<file path="src/rtl/sc_tx_pkg.sv">
package sc_tx_pkg;

  typedef enum logic [1:0] {
    ST_IDLE    = 2'd0,
    ST_SEND    = 2'd1,
    ST_HOLD    = 2'd2,
    ST_RECOVER = 2'd3
  } tx_state_t;

  localparam int SLOT_W        = 4;
  localparam int FRAME_BITS    = 10;
  localparam int SLOT_PARITY   = 9;
  localparam int SLOT_SAMPLE   = 11;
  localparam int SLOT_HOLD_END = 11;
  localparam int SLOT_REC_END  = 13;

  function automatic logic even_par(input logic [7:0] b);
    return ^b;
  endfunction

endpackage

</file>
<file path="src/rtl/sc_etu_timer.sv">
module sc_etu_timer #(
  parameter int ETU_CYCLES = 372
) (
  input  logic clk,
  input  logic rst,
  input  logic clr,
  output logic first,
  output logic last
);
  localparam int CW = (ETU_CYCLES > 2) ? $clog2(ETU_CYCLES) : 1;
  localparam logic [CW-1:0] TOP = CW'(ETU_CYCLES - 1);

  logic [CW-1:0] cnt;

  always_ff @(posedge clk) begin
    if (rst || clr)    cnt <= '0;
    else if (cnt == TOP) cnt <= '0;
    else               cnt <= cnt + 1'b1;
  end

  assign first = (cnt == '0);
  assign last  = (cnt == TOP);
endmodule

</file>
<file path="src/rtl/sc_line_sync.sv">
module sc_line_sync #(
  parameter int STAGES = 2
) (
  input  logic clk,
  input  logic rst,
  input  logic din,
  output logic dout
);
  logic [STAGES-1:0] q;

  generate
    genvar g;
    for (g = 0; g < STAGES; g++) begin : g_stage
      if (g == 0) begin : g_head
        always_ff @(posedge clk) begin
          if (rst) q[0] <= 1'b1;
          else     q[0] <= din;
        end
      end else begin : g_tail
        always_ff @(posedge clk) begin
          if (rst) q[g] <= 1'b1;
          else     q[g] <= q[g-1];
        end
      end
    end
  endgenerate

  assign dout = q[STAGES-1];
endmodule

</file>
<file path="src/rtl/sc_retry_ctr.sv">
module sc_retry_ctr #(
  parameter int RETRY_MAX = 4
) (
  input  logic clk,
  input  logic rst,
  input  logic clr,
  input  logic inc,
  output logic spent
);
  localparam int RW = $clog2(RETRY_MAX + 1) > 0 ? $clog2(RETRY_MAX + 1) : 1;
  localparam logic [RW-1:0] LIM = RW'(RETRY_MAX);

  logic [RW-1:0] n;

  always_ff @(posedge clk) begin
    if (rst || clr)             n <= '0;
    else if (inc && (n != LIM)) n <= n + 1'b1;
  end

  assign spent = (n == LIM);
endmodule

</file>
<file path="src/rtl/sc_char_tx.sv">
module sc_char_tx #(
  parameter int ETU_CYCLES  = 372,
  parameter int RETRY_MAX   = 4,
  parameter int SYNC_STAGES = 2
) (
  input  logic       clk,
  input  logic       rst,
  input  logic       in_valid,
  input  logic [7:0] in_data,
  output logic       in_ready,
  input  logic       line_in,
  output logic       drive_low,
  output logic       done,
  output logic       err
);
  import sc_tx_pkg::*;

  localparam logic [SLOT_W-1:0] S_PAR  = SLOT_W'(SLOT_PARITY);
  localparam logic [SLOT_W-1:0] S_SMP  = SLOT_W'(SLOT_SAMPLE);
  localparam logic [SLOT_W-1:0] S_HEND = SLOT_W'(SLOT_HOLD_END);
  localparam logic [SLOT_W-1:0] S_REND = SLOT_W'(SLOT_REC_END);

  tx_state_t               state;
  logic [SLOT_W-1:0]       slot;
  logic [FRAME_BITS-1:0]   frame;
  logic                    err_seen;
  logic                    tk_first, tk_last;
  logic                    line_s;
  logic                    spent;
  logic                    retry_inc;

  sc_etu_timer #(.ETU_CYCLES(ETU_CYCLES)) i_timer (
    .clk(clk), .rst(rst), .clr(state == ST_IDLE),
    .first(tk_first), .last(tk_last)
  );

  sc_line_sync #(.STAGES(SYNC_STAGES)) i_sync (
    .clk(clk), .rst(rst), .din(line_in), .dout(line_s)
  );

  assign retry_inc = (state == ST_RECOVER) && tk_last && (slot == S_REND);

  sc_retry_ctr #(.RETRY_MAX(RETRY_MAX)) i_retry (
    .clk(clk), .rst(rst), .clr(state == ST_IDLE),
    .inc(retry_inc), .spent(spent)
  );

  assign in_ready = (state == ST_IDLE);

  always_ff @(posedge clk) begin
    if (rst) begin
      state     <= ST_IDLE;
      slot      <= '0;
      frame     <= '1;
      err_seen  <= 1'b0;
      drive_low <= 1'b0;
      done      <= 1'b0;
      err       <= 1'b0;
    end else begin
      done <= 1'b0;
      err  <= 1'b0;
      case (state)
        ST_IDLE: begin
          drive_low <= 1'b0;
          if (in_valid) begin
            frame     <= {even_par(in_data), in_data, 1'b0};
            slot      <= '0;
            drive_low <= 1'b1;
            state     <= ST_SEND;
          end
        end
        ST_SEND: begin
          if (tk_last) begin
            if (slot == S_PAR) begin
              slot      <= slot + 1'b1;
              drive_low <= 1'b0;
              state     <= ST_HOLD;
            end else begin
              slot      <= slot + 1'b1;
              drive_low <= ~frame[slot + 1'b1];
            end
          end
        end
        ST_HOLD: begin
          drive_low <= 1'b0;
          if (tk_first && (slot == S_SMP)) err_seen <= ~line_s;
          if (tk_last) begin
            if (slot == S_HEND) begin
              if (err_seen && spent) begin
                err   <= 1'b1;
                state <= ST_IDLE;
              end else if (err_seen) begin
                slot  <= slot + 1'b1;
                state <= ST_RECOVER;
              end else begin
                done  <= 1'b1;
                state <= ST_IDLE;
              end
            end else begin
              slot <= slot + 1'b1;
            end
          end
        end
        ST_RECOVER: begin
          drive_low <= 1'b0;
          if (tk_last) begin
            if (slot == S_REND) begin
              slot      <= '0;
              drive_low <= 1'b1;
              state     <= ST_SEND;
            end else begin
              slot <= slot + 1'b1;
            end
          end
        end
        default: state <= ST_IDLE;
      endcase
    end
  end
endmodule

</file>
<file path="config.mk">
export PLATFORM = sky130hd
export DESIGN_NAME = sc_char_tx
export DESIGN_NICKNAME = d
export VERILOG_FILES = /design/src/rtl/sc_tx_pkg.sv /design/src/rtl/sc_etu_timer.sv /design/src/rtl/sc_line_sync.sv /design/src/rtl/sc_retry_ctr.sv /design/src/rtl/sc_char_tx.sv
export SDC_FILE = /design/constraint.sdc
export NUM_CORES = 1
export LEC_CHECK = 0
export BUFFER_PORTS_ARGS = -buffer_cell sky130_fd_sc_hd__buf_2
export CORE_MARGIN = 2
export CORE_UTILIZATION = 40
export CTS_CLUSTER_SIZE = 28
export DETAILED_ROUTE_END_ITERATION = 12
export HOLD_SLACK_MARGIN = 0.08
export PLACE_DENSITY = 0.57
export RECOVER_POWER = 100
export SLEW_MARGIN = 20
export SYNTH_ARGS = -nofsm -noshare
export SYNTH_HDL_FRONTEND = slang
export SYNTH_SLANG_ARGS = --single-unit
</file>
<file path="constraint.sdc">
create_clock -name clk -period 3.3 [get_ports clk]
set_clock_uncertainty 0.05 [all_clocks]
set_input_delay 0.33 -clock clk [delete_from_list [all_inputs] [get_ports clk]]
set_output_delay 0.33 -clock clk [all_outputs]
set_load 0.05 [all_outputs]
</file>
; Yosys cells after proc, flatten, opt, wreduce, memory -nomap -nowiden
; Cells that the tools add are included.
[totals]
out_inout_bits = 4
ff_bits = 34
[classes]
add_sub_neg = 3
n_eq_ne = 18
order_cmp = 1
muxes = 29
bitwise = 5
reduce_logical = 16
[op_table]
columns = op, n
row1 = $mux 4, 8
row2 = $mux 2, 9
row3 = $pmux 4 s4, 1
row4 = $eq 4x4->1 const B, 3
row5 = $ne 2x2->1 const B, 6
row6 = $add 9x1->9 const B, 1
row7 = $eq 9x9->1 const B, 1
row8 = $logic_not 9->1, 1
row9 = $ne 3x3->1 const B, 3
row10 = $mux 1, 8
row11 = $pmux 2 s4, 1
row12 = $reduce_xor 8->1, 1
row13 = $reduce_and 7->1, 1
row14 = $reduce_and 6->1, 1
row15 = $logic_and 1x1->1, 5
row16 = $lt 4x5->1 const B, 1
row17 = $not 1->1, 5
row18 = $reduce_or 5->1, 1
row19 = $add 4x1->4 const B, 1
row20 = $bmux 1 s4, 1
row21 = $eq 2x2->1 const B, 2
row22 = $pmux 1 s4, 1
row23 = $reduce_and 2->1, 2
row24 = $reduce_or 4->1, 1
row25 = 7 further kinds, 7

; Longest topological paths before layout
; Gate-level depths: netlist of run 1.
[depth]
depth_word = 7
mapped_depth = 7

; Cells and area by module
; A second synthesis of run 1 with hierarchy kept.
[unflattened]
cells_unflattened = 205
area_unflattened_um2 = 1896.8
[by_module_without_submodules]
columns = mod, n_inst, cells_per_inst, area_per_inst_um2
row1 = sc_char_tx, 1, 129, 1189.9
row2 = sc_etu_timer, 1, 54, 466.7
row3 = sc_retry_ctr, 1, 18, 187.7
row4 = sc_line_sync, 1, 4, 52.6

; Worst setup path after synthesis of run 1
; No wires, ideal clock.
[synth_timing]
kind = reg-to-reg
from = register i_timer.cnt[2]
to = register slot[1]
arrival_time_ps = 1700
slack_ps = 1420
setup_ps = 130
t_required_ps = 3120
path_stages_with_launch = 8
synth_period_minus_slack_ps = 1880
path_cell_list = dfxtp_1 > buf_6 > or4b_4 > or2_0 > buf_6 > a21oi_4 > mux2i_1 > nor2_1
[synth_between]
elab_chain_len = 3
[synth_rtl]
columns = item, line
row1 = start: declaration, sc_etu_timer.sv:13  ; logic [CW-1:0] cnt;
row2 = start signal: assignment, sc_etu_timer.sv:18  ; else cnt <= cnt + 1'b1;
row3 = $eq 9x9->1 (*), sc_etu_timer.sv:22  ; assign last = (cnt == TOP);
row4 = $ne 2x2->1 (no line), --
row5 = $reduce_and 6->1 (no line) (*), --
row6 = end signal: assignment, sc_char_tx.sv:75  ; slot <= slot + 1'b1;
row7 = end signal: assignment, sc_char_tx.sv:79  ; slot <= slot + 1'b1;
row8 = end signal: assignment, sc_char_tx.sv:93  ; slot <= slot + 1'b1;
row9 = end: declaration, sc_char_tx.sv:24  ; logic [SLOT_W-1:0] slot;
; Every way passes the cells marked *; elsewhere a longest branch is shown, timed or not.
; A chain may end at the register's enable or synchronous reset.

; Worst setup path in the final report of run 1
[layout_timing]
from = register i_timer.cnt[2]
to = register i_retry.n[2]
[layout_between]
elab_chain_len = 4
[layout_rtl]
columns = item, line
row1 = $eq 9x9->1, sc_etu_timer.sv:22
row2 = $logic_and 1x1->1 (2 in series), sc_char_tx.sv:41  ; assign retry_inc = (state == ST_RECOVER) && tk_last && (slot == S_REND);
row3 = $logic_and 1x1->1, sc_retry_ctr.sv:17  ; else if (inc && (n != LIM)) n <= n + 1'b1;
row4 = end signal: assignment, sc_retry_ctr.sv:17
row5 = end: declaration, sc_retry_ctr.sv:13  ; logic [RW-1:0] n;
; No other way between the ends.

==> results of run 1 <==
where the power goes:
group	total [µW]	leakage [µW]	internal [µW]	switching, µW
Combinational	364	0.000396	134	230
Clock	287	0.0000383	145	142
Sequential	483	0.000278	454	29.5
metal layers:
metal | routed length [µm] | GRT usage | vias up | share of wire
met2 | 1450 | 0.230 | 27 | 0.42
met5 | 0 | 0 | - | 0
li1 | - | - | 726 | -
met1 | 1780 | 0.203 | 649 | 0.51
met4 | 61 | 0.0692 | 0 | 0.018
met3 | 164 | 0.0464 | 5 | 0.047
cells in the final DEF, fill, tap and decap left out, types with 7 or more instances in the layout:
cell,instances
nor2_1,21
ha_1,11
xnor2_1,13
inv_1,10
nand3_1,25
dfxtp_1,34
clkbuf_1,7
buf_2,10
nand2_1,21
worst paths after layout:
path / from / end / slack, ps / depth (start not counted)
setup / recovery: i_timer.cnt[2] / i_retry.n[2] / 870 / 5
hold / removal: line_in / i_sync.q[0] / 180 / 2
setup reg to reg: i_timer.cnt[2] / i_retry.n[2] / 870 / 5
hold reg to reg: i_sync.q[0] / i_sync.dout / 370 / 1
registers in the layout, indices dropped and copies added (netlist names):
register and count:
state 2, frame 10, err_seen 1, drive_low 1, err 1, done 1
i_timer.cnt 9, i_retry.n 3, i_sync.dout 1, slot 4, i_sync.q 1
through the flow:
step,util,instance area [µm²],setup WS [ps]
4_1_cts,0.454,1980,1240
5_1_grt,0.444,1930,635
3_3_place_gp,0.436,1900,1290
2_1_floorplan,-,1810,1420
6_report,0.444,1930,869
3_5_place_dp,0.436,1900,1240
cells by family after synthesis:
| kind of cell | Yosys count | share of synthesized area |
|---|---|---|
| multiplexers | 7 | 0.0538 |
| buffers and inverters | 20 | 0.0497 |
| flip-flops | 34 | 0.375 |
| adder cells (fa/ha/maj) | 11 | 0.0759 |
| AO/OA/AOI/OAI | 21 | 0.107 |
| XOR/XNOR | 18 | 0.0870 |
| AND/OR/NAND/NOR | 93 | 0.251 |
cell type report:
| type | count | area share |
|---|---|---|
| well taps | 52 | 0.0337 |
| multi-input cells | 150 | 0.519 |
| flip-flops and latches | 34 | 0.352 |
| clock buffers | 7 | 0.0395 |
| repair buffers | 15 | 0.0356 |
| inverters | 10 | 0.0194 |
worst max-delay path: cells and delay by family (launching register included):
family / cells / cell delay (ps)
AOI/OAI and AO/OA: 1 / 930
xor gates and xnor gates: 1 / 180
DFF: 1 / 370
and+or+nand+nor: 3 / 820
==> metrics, run 1 <==
startpoint types=flop; DRT iter0 DRCs=67; Reg area=681 µm²; min Tclk post-route=2430 ps; Mapped Area=0.00181 mm²; Worst Hold Class=primary input to flop; Die Ht=71.3 µm; CP max stage delay=roughly 930 ps; CTS hold repair buffers=0; Max-slew headroom=0.256; CTS buffer count=5; row count=24; CP endpoint kind=flop; CP Max Fanout=7; post-DR vias/cell=5.25; RSZ-0062 raised after global routing=no; achievable frequency=411 MHz; CP max-delay cell=a2111oi_0; Slew Viols, Final=0; CP Cell Sequence=or4b_1 > a2111oi_0 > nand2_1 > xor2_1 > nor3_1; Seq/Total Area, Yosys=0.375; CTS tree=done; initial antenna violation count=0; synthesized flop and latch total=34; Post-CTS Repair Setup Buffers=0; filler instances=444; Final Wtd Congestion=0.837; CTS Root Cell=clkbuf_8; Clock Sinks=34; Hold Slack=178 ps; antenna diode count=0; Hold Fails Final Rpt=0; cell count after placement=roughly 260; top post-synthesis cells by count=dfxtp_1, nand3_1, nand2_1, nor2_1, xnor2_1; CTS H-tree depth=2; Die X-Extent=71.3 µm; DRT Pass-1 Iters=4; number of remaining DRC errors=0; Worst-path clk slew=60 ps; Async S/R FF share, synth=0; DP Wirelength=2510 µm; clk buf depth=2; static leakage=between 0.0007 and 0.0008 µW; setup TNS=0 ps; CP Class=flop to flop; maxcap violations=0; Tcrit/Tclk final=0.737; Port Buffers=15; vias=1407; Cell Pwr Density=587 mW/mm²; per-cell routed wire length=12.9 µm; Pwr Total=1130 µW; top_reg_cell synth=dfxtp_1; first-pass GRT wire length=6200 µm; CTS resizes=0; final wirelength=3460 µm; area of the multi-input gates=0.00100 mm²; Peak VDD IR=0.273 mV; Post-synth EDFFs=0; outcome=finished clean; num ports=16; Yosys cell types=41; Nets=239; Detail Route Antenna Nets=0; number of global-route vias before repair=1360; WP data arrival=2580 ps; Setup-failing EPs final=0; GRT Residual Overflow=0; die area=just over 0.005 mm²; fin cells=between 200 and 300; Synth Warn #=0; pin count of the biggest net entering global routing=18; top cells by area, synth=dfxtp_1, ha_1, nand3_1; Synth top area share=0.375; Syn Inst Count=around 200; Core Area=0.00435 mm²; worst skew pair latency=290 ps; Worst Path Required=3450 ps; syn nets=between 200 and 250; Total GRT Usage=0.153; Layout area overhead=6.56%; most common cell in the netlist=dfxtp_1; layout cell share with drive strength beyond 1=0.120; initial core utilization=0.416; measured slew at the worst slew-check pin=roughly 1100 ps; Yosys top cell by area=dfxtp_1; Synth Area per Inst=8.89 µm²
No activity file was read; power rests on OpenSTA's default activity.
==> run 2: changes to the inputs <==
- clock period: 3.3 -> 2.3 ns (I/O delays scaled with it)
==> metrics, run 2 (same netlist as run 1, synthesis figures left out) <==
outcome=finished clean (unchanged); Layout area overhead=10.0% (was 6.56%); Design Area, Final=0.00199 mm² (was 0.00193 mm²); filler instances=441 (was 444); initial core utilization=0.416 (unchanged); CTS Root Cell=clkbuf_8 (unchanged); CP endpoint kind=flop (unchanged); GRT Residual Overflow=0 (unchanged); Largest Register=frame (unchanged); Reg area=681 µm² (unchanged); DR top layer=met4 (unchanged); Placement Cell Area=0.00192 mm² (was 0.00190 mm²); maxcap violations=0 (unchanged); Slew Viols, Final=0 (unchanged); CTS buffer count=5 (unchanged); CP Cell Sequence=or4b_4 > or2_0 > a21oi_2 > mux2i_1 > nor2_1 (was or4b_1 > a2111oi_0 > nand2_1 > xor2_1 > nor3_1); setup TNS=0 ps (unchanged); Tcrit/Tclk final=0.919 (was 0.737); die area=0.00509 mm² (unchanged); layout cell share with drive strength beyond 1=0.158 (was 0.120); per-cell routed wire length=12.5 µm (was 12.9 µm); Worst-path clk slew=70 ps (was 60 ps); Nets=243 (was 239); Final Wtd Congestion=0.835 (was 0.837); met3 WL=194 µm (was 164 µm); Hold Fails Final Rpt=0 (unchanged); Die X-Extent=71.3 µm (unchanged); Max-slew headroom=0.608 (was 0.256); Port Buffers=15 (unchanged); DP Wirelength=2580 µm (was 2510 µm); worst skew pair latency=280 ps (was 290 ps); vias=1403 (was 1407); min Tclk post-route=2110 ps (was 2430 ps); achievable frequency=473 MHz (was 411 MHz); Worst Path Required=2420 ps (was 3450 ps); measured slew at the worst slew-check pin=591 ps (was 1090 ps); number of remaining DRC errors=0 (unchanged); most frequent cells in the layout=dfxtp_1, nand3_1, nor2_1, nand2_1, xnor2_1 (unchanged); area of the multi-input gates=0.00102 mm² (was 0.00100 mm²); Largest register FFs=10 (unchanged); num ports=16 (unchanged); Total GRT Usage=0.157 (was 0.153); Cell Pwr Density=851 mW/mm² (was 587 mW/mm²); CP Class=flop to flop (unchanged); pin count of the biggest net entering global routing=18 (unchanged); initial antenna violation count=0 (unchanged); Core Area=0.00435 mm² (unchanged); Met2 Routed Length=1460 µm (was 1450 µm); Die Ht=71.3 µm (unchanged); Met1 Routed Length=1700 µm (was 1780 µm); Clock Sinks=34 (unchanged); DRT iter0 DRCs=76 (was 67); CP Max Fanout=8 (was 7); commonest non-fill, non-tap cell in the layout=dfxtp_1 (unchanged); post-DR vias/cell=5.14 (was 5.25); Hold Path Depth=3 (was 2); startpoint types=flop (unchanged); CP max-delay cell=or4b_4 (was a2111oi_0); final wirelength=3430 µm (was 3460 µm); Peak VDD IR=0.375 mV (was 0.273 mV); row count=24 (unchanged); Detail Route Antenna Nets=0 (unchanged); static leakage=0.000745 µW (was 0.000712 µW); Setup-failing EPs final=0 (unchanged); number of global-route vias before repair=1348 (was 1360); Worst Hold Class=primary input to flop (unchanged); Top Registers=frame x10, i_timer.cnt x9, slot x4 (unchanged); RSZ-0062 raised after global routing=no (unchanged); DRT Pass-1 Iters=4 (unchanged); CTS H-tree depth=2 (unchanged); antenna diode count=0 (unchanged); first-pass GRT wire length=6170 µm (was 6200 µm); clk buf depth=2 (unchanged); CTS resizes=0 (unchanged); Worst Reg-to-Reg Cells=5 (unchanged); WP data arrival=2230 ps (was 2580 ps); CTS tree=done (unchanged); CP max stage delay=550 ps (was 930 ps)
[run 2: metrics by stage]
stage          cells   util  worst slack, ps  power (µW)  hold slack, ps
2_1_floorplan    204      -              420        1130             284
3_3_place_gp     264  0.442              281        1280             351
3_5_place_dp     264  0.442              218        1270             347
4_1_cts          273  0.466              210        1740             143
5_1_grt          273  0.458             64.5        1830             150
6_report         273  0.458              185        1700             148
[run 2: final timing paths]
kind | end | start | slack, ps
worst max-delay path | slot[1] | i_timer.cnt[2] | 190
worst min-delay path | frame[6] | in_data[5] | 150
worst max register to register | slot[1] | i_timer.cnt[2] | 190
worst min register to register | i_sync.dout | i_sync.q[0] | 360
[run 2: report_power, final]
group	switching [µW]	internal, µW
combinational	335	212
sequential	40.6	651
clock	218	240
[run 2: metal layers]
metal  vias to the layer above  track usage
met3                         6       0.0450
met2                        34        0.234
li1                        731            -
met4                         0       0.0818
met5                         -            0
met1                       632        0.206
[run 2: area by class of cell]
cell class                      count  share of cell area
Clock buffer                        6              0.0414
Clock inverter                      2             0.00627
Inverter                           10              0.0188
Multi-Input combinational cell    150               0.510
Sequential cell                    34               0.341
Tap cell                           52              0.0326
Timing Repair Buffer               19              0.0496
[run 2: repair_timing]
action | in CTS | in global routing
hold endpoints to repair | 1 | 0
endpoints found under the setup margin | 0 | 0
buffers inserted | 0 | 0
hold buffers | 1 | 0
[run 2: critical path: cells and delay by family (launching register included)]
kind | cells | cell delay [ps]
AO/OA/AOI/OAI | 1 | 360
AND/OR/NAND/NOR | 3 | 980
multiplexers | 1 | 220
flip-flops | 1 | 370
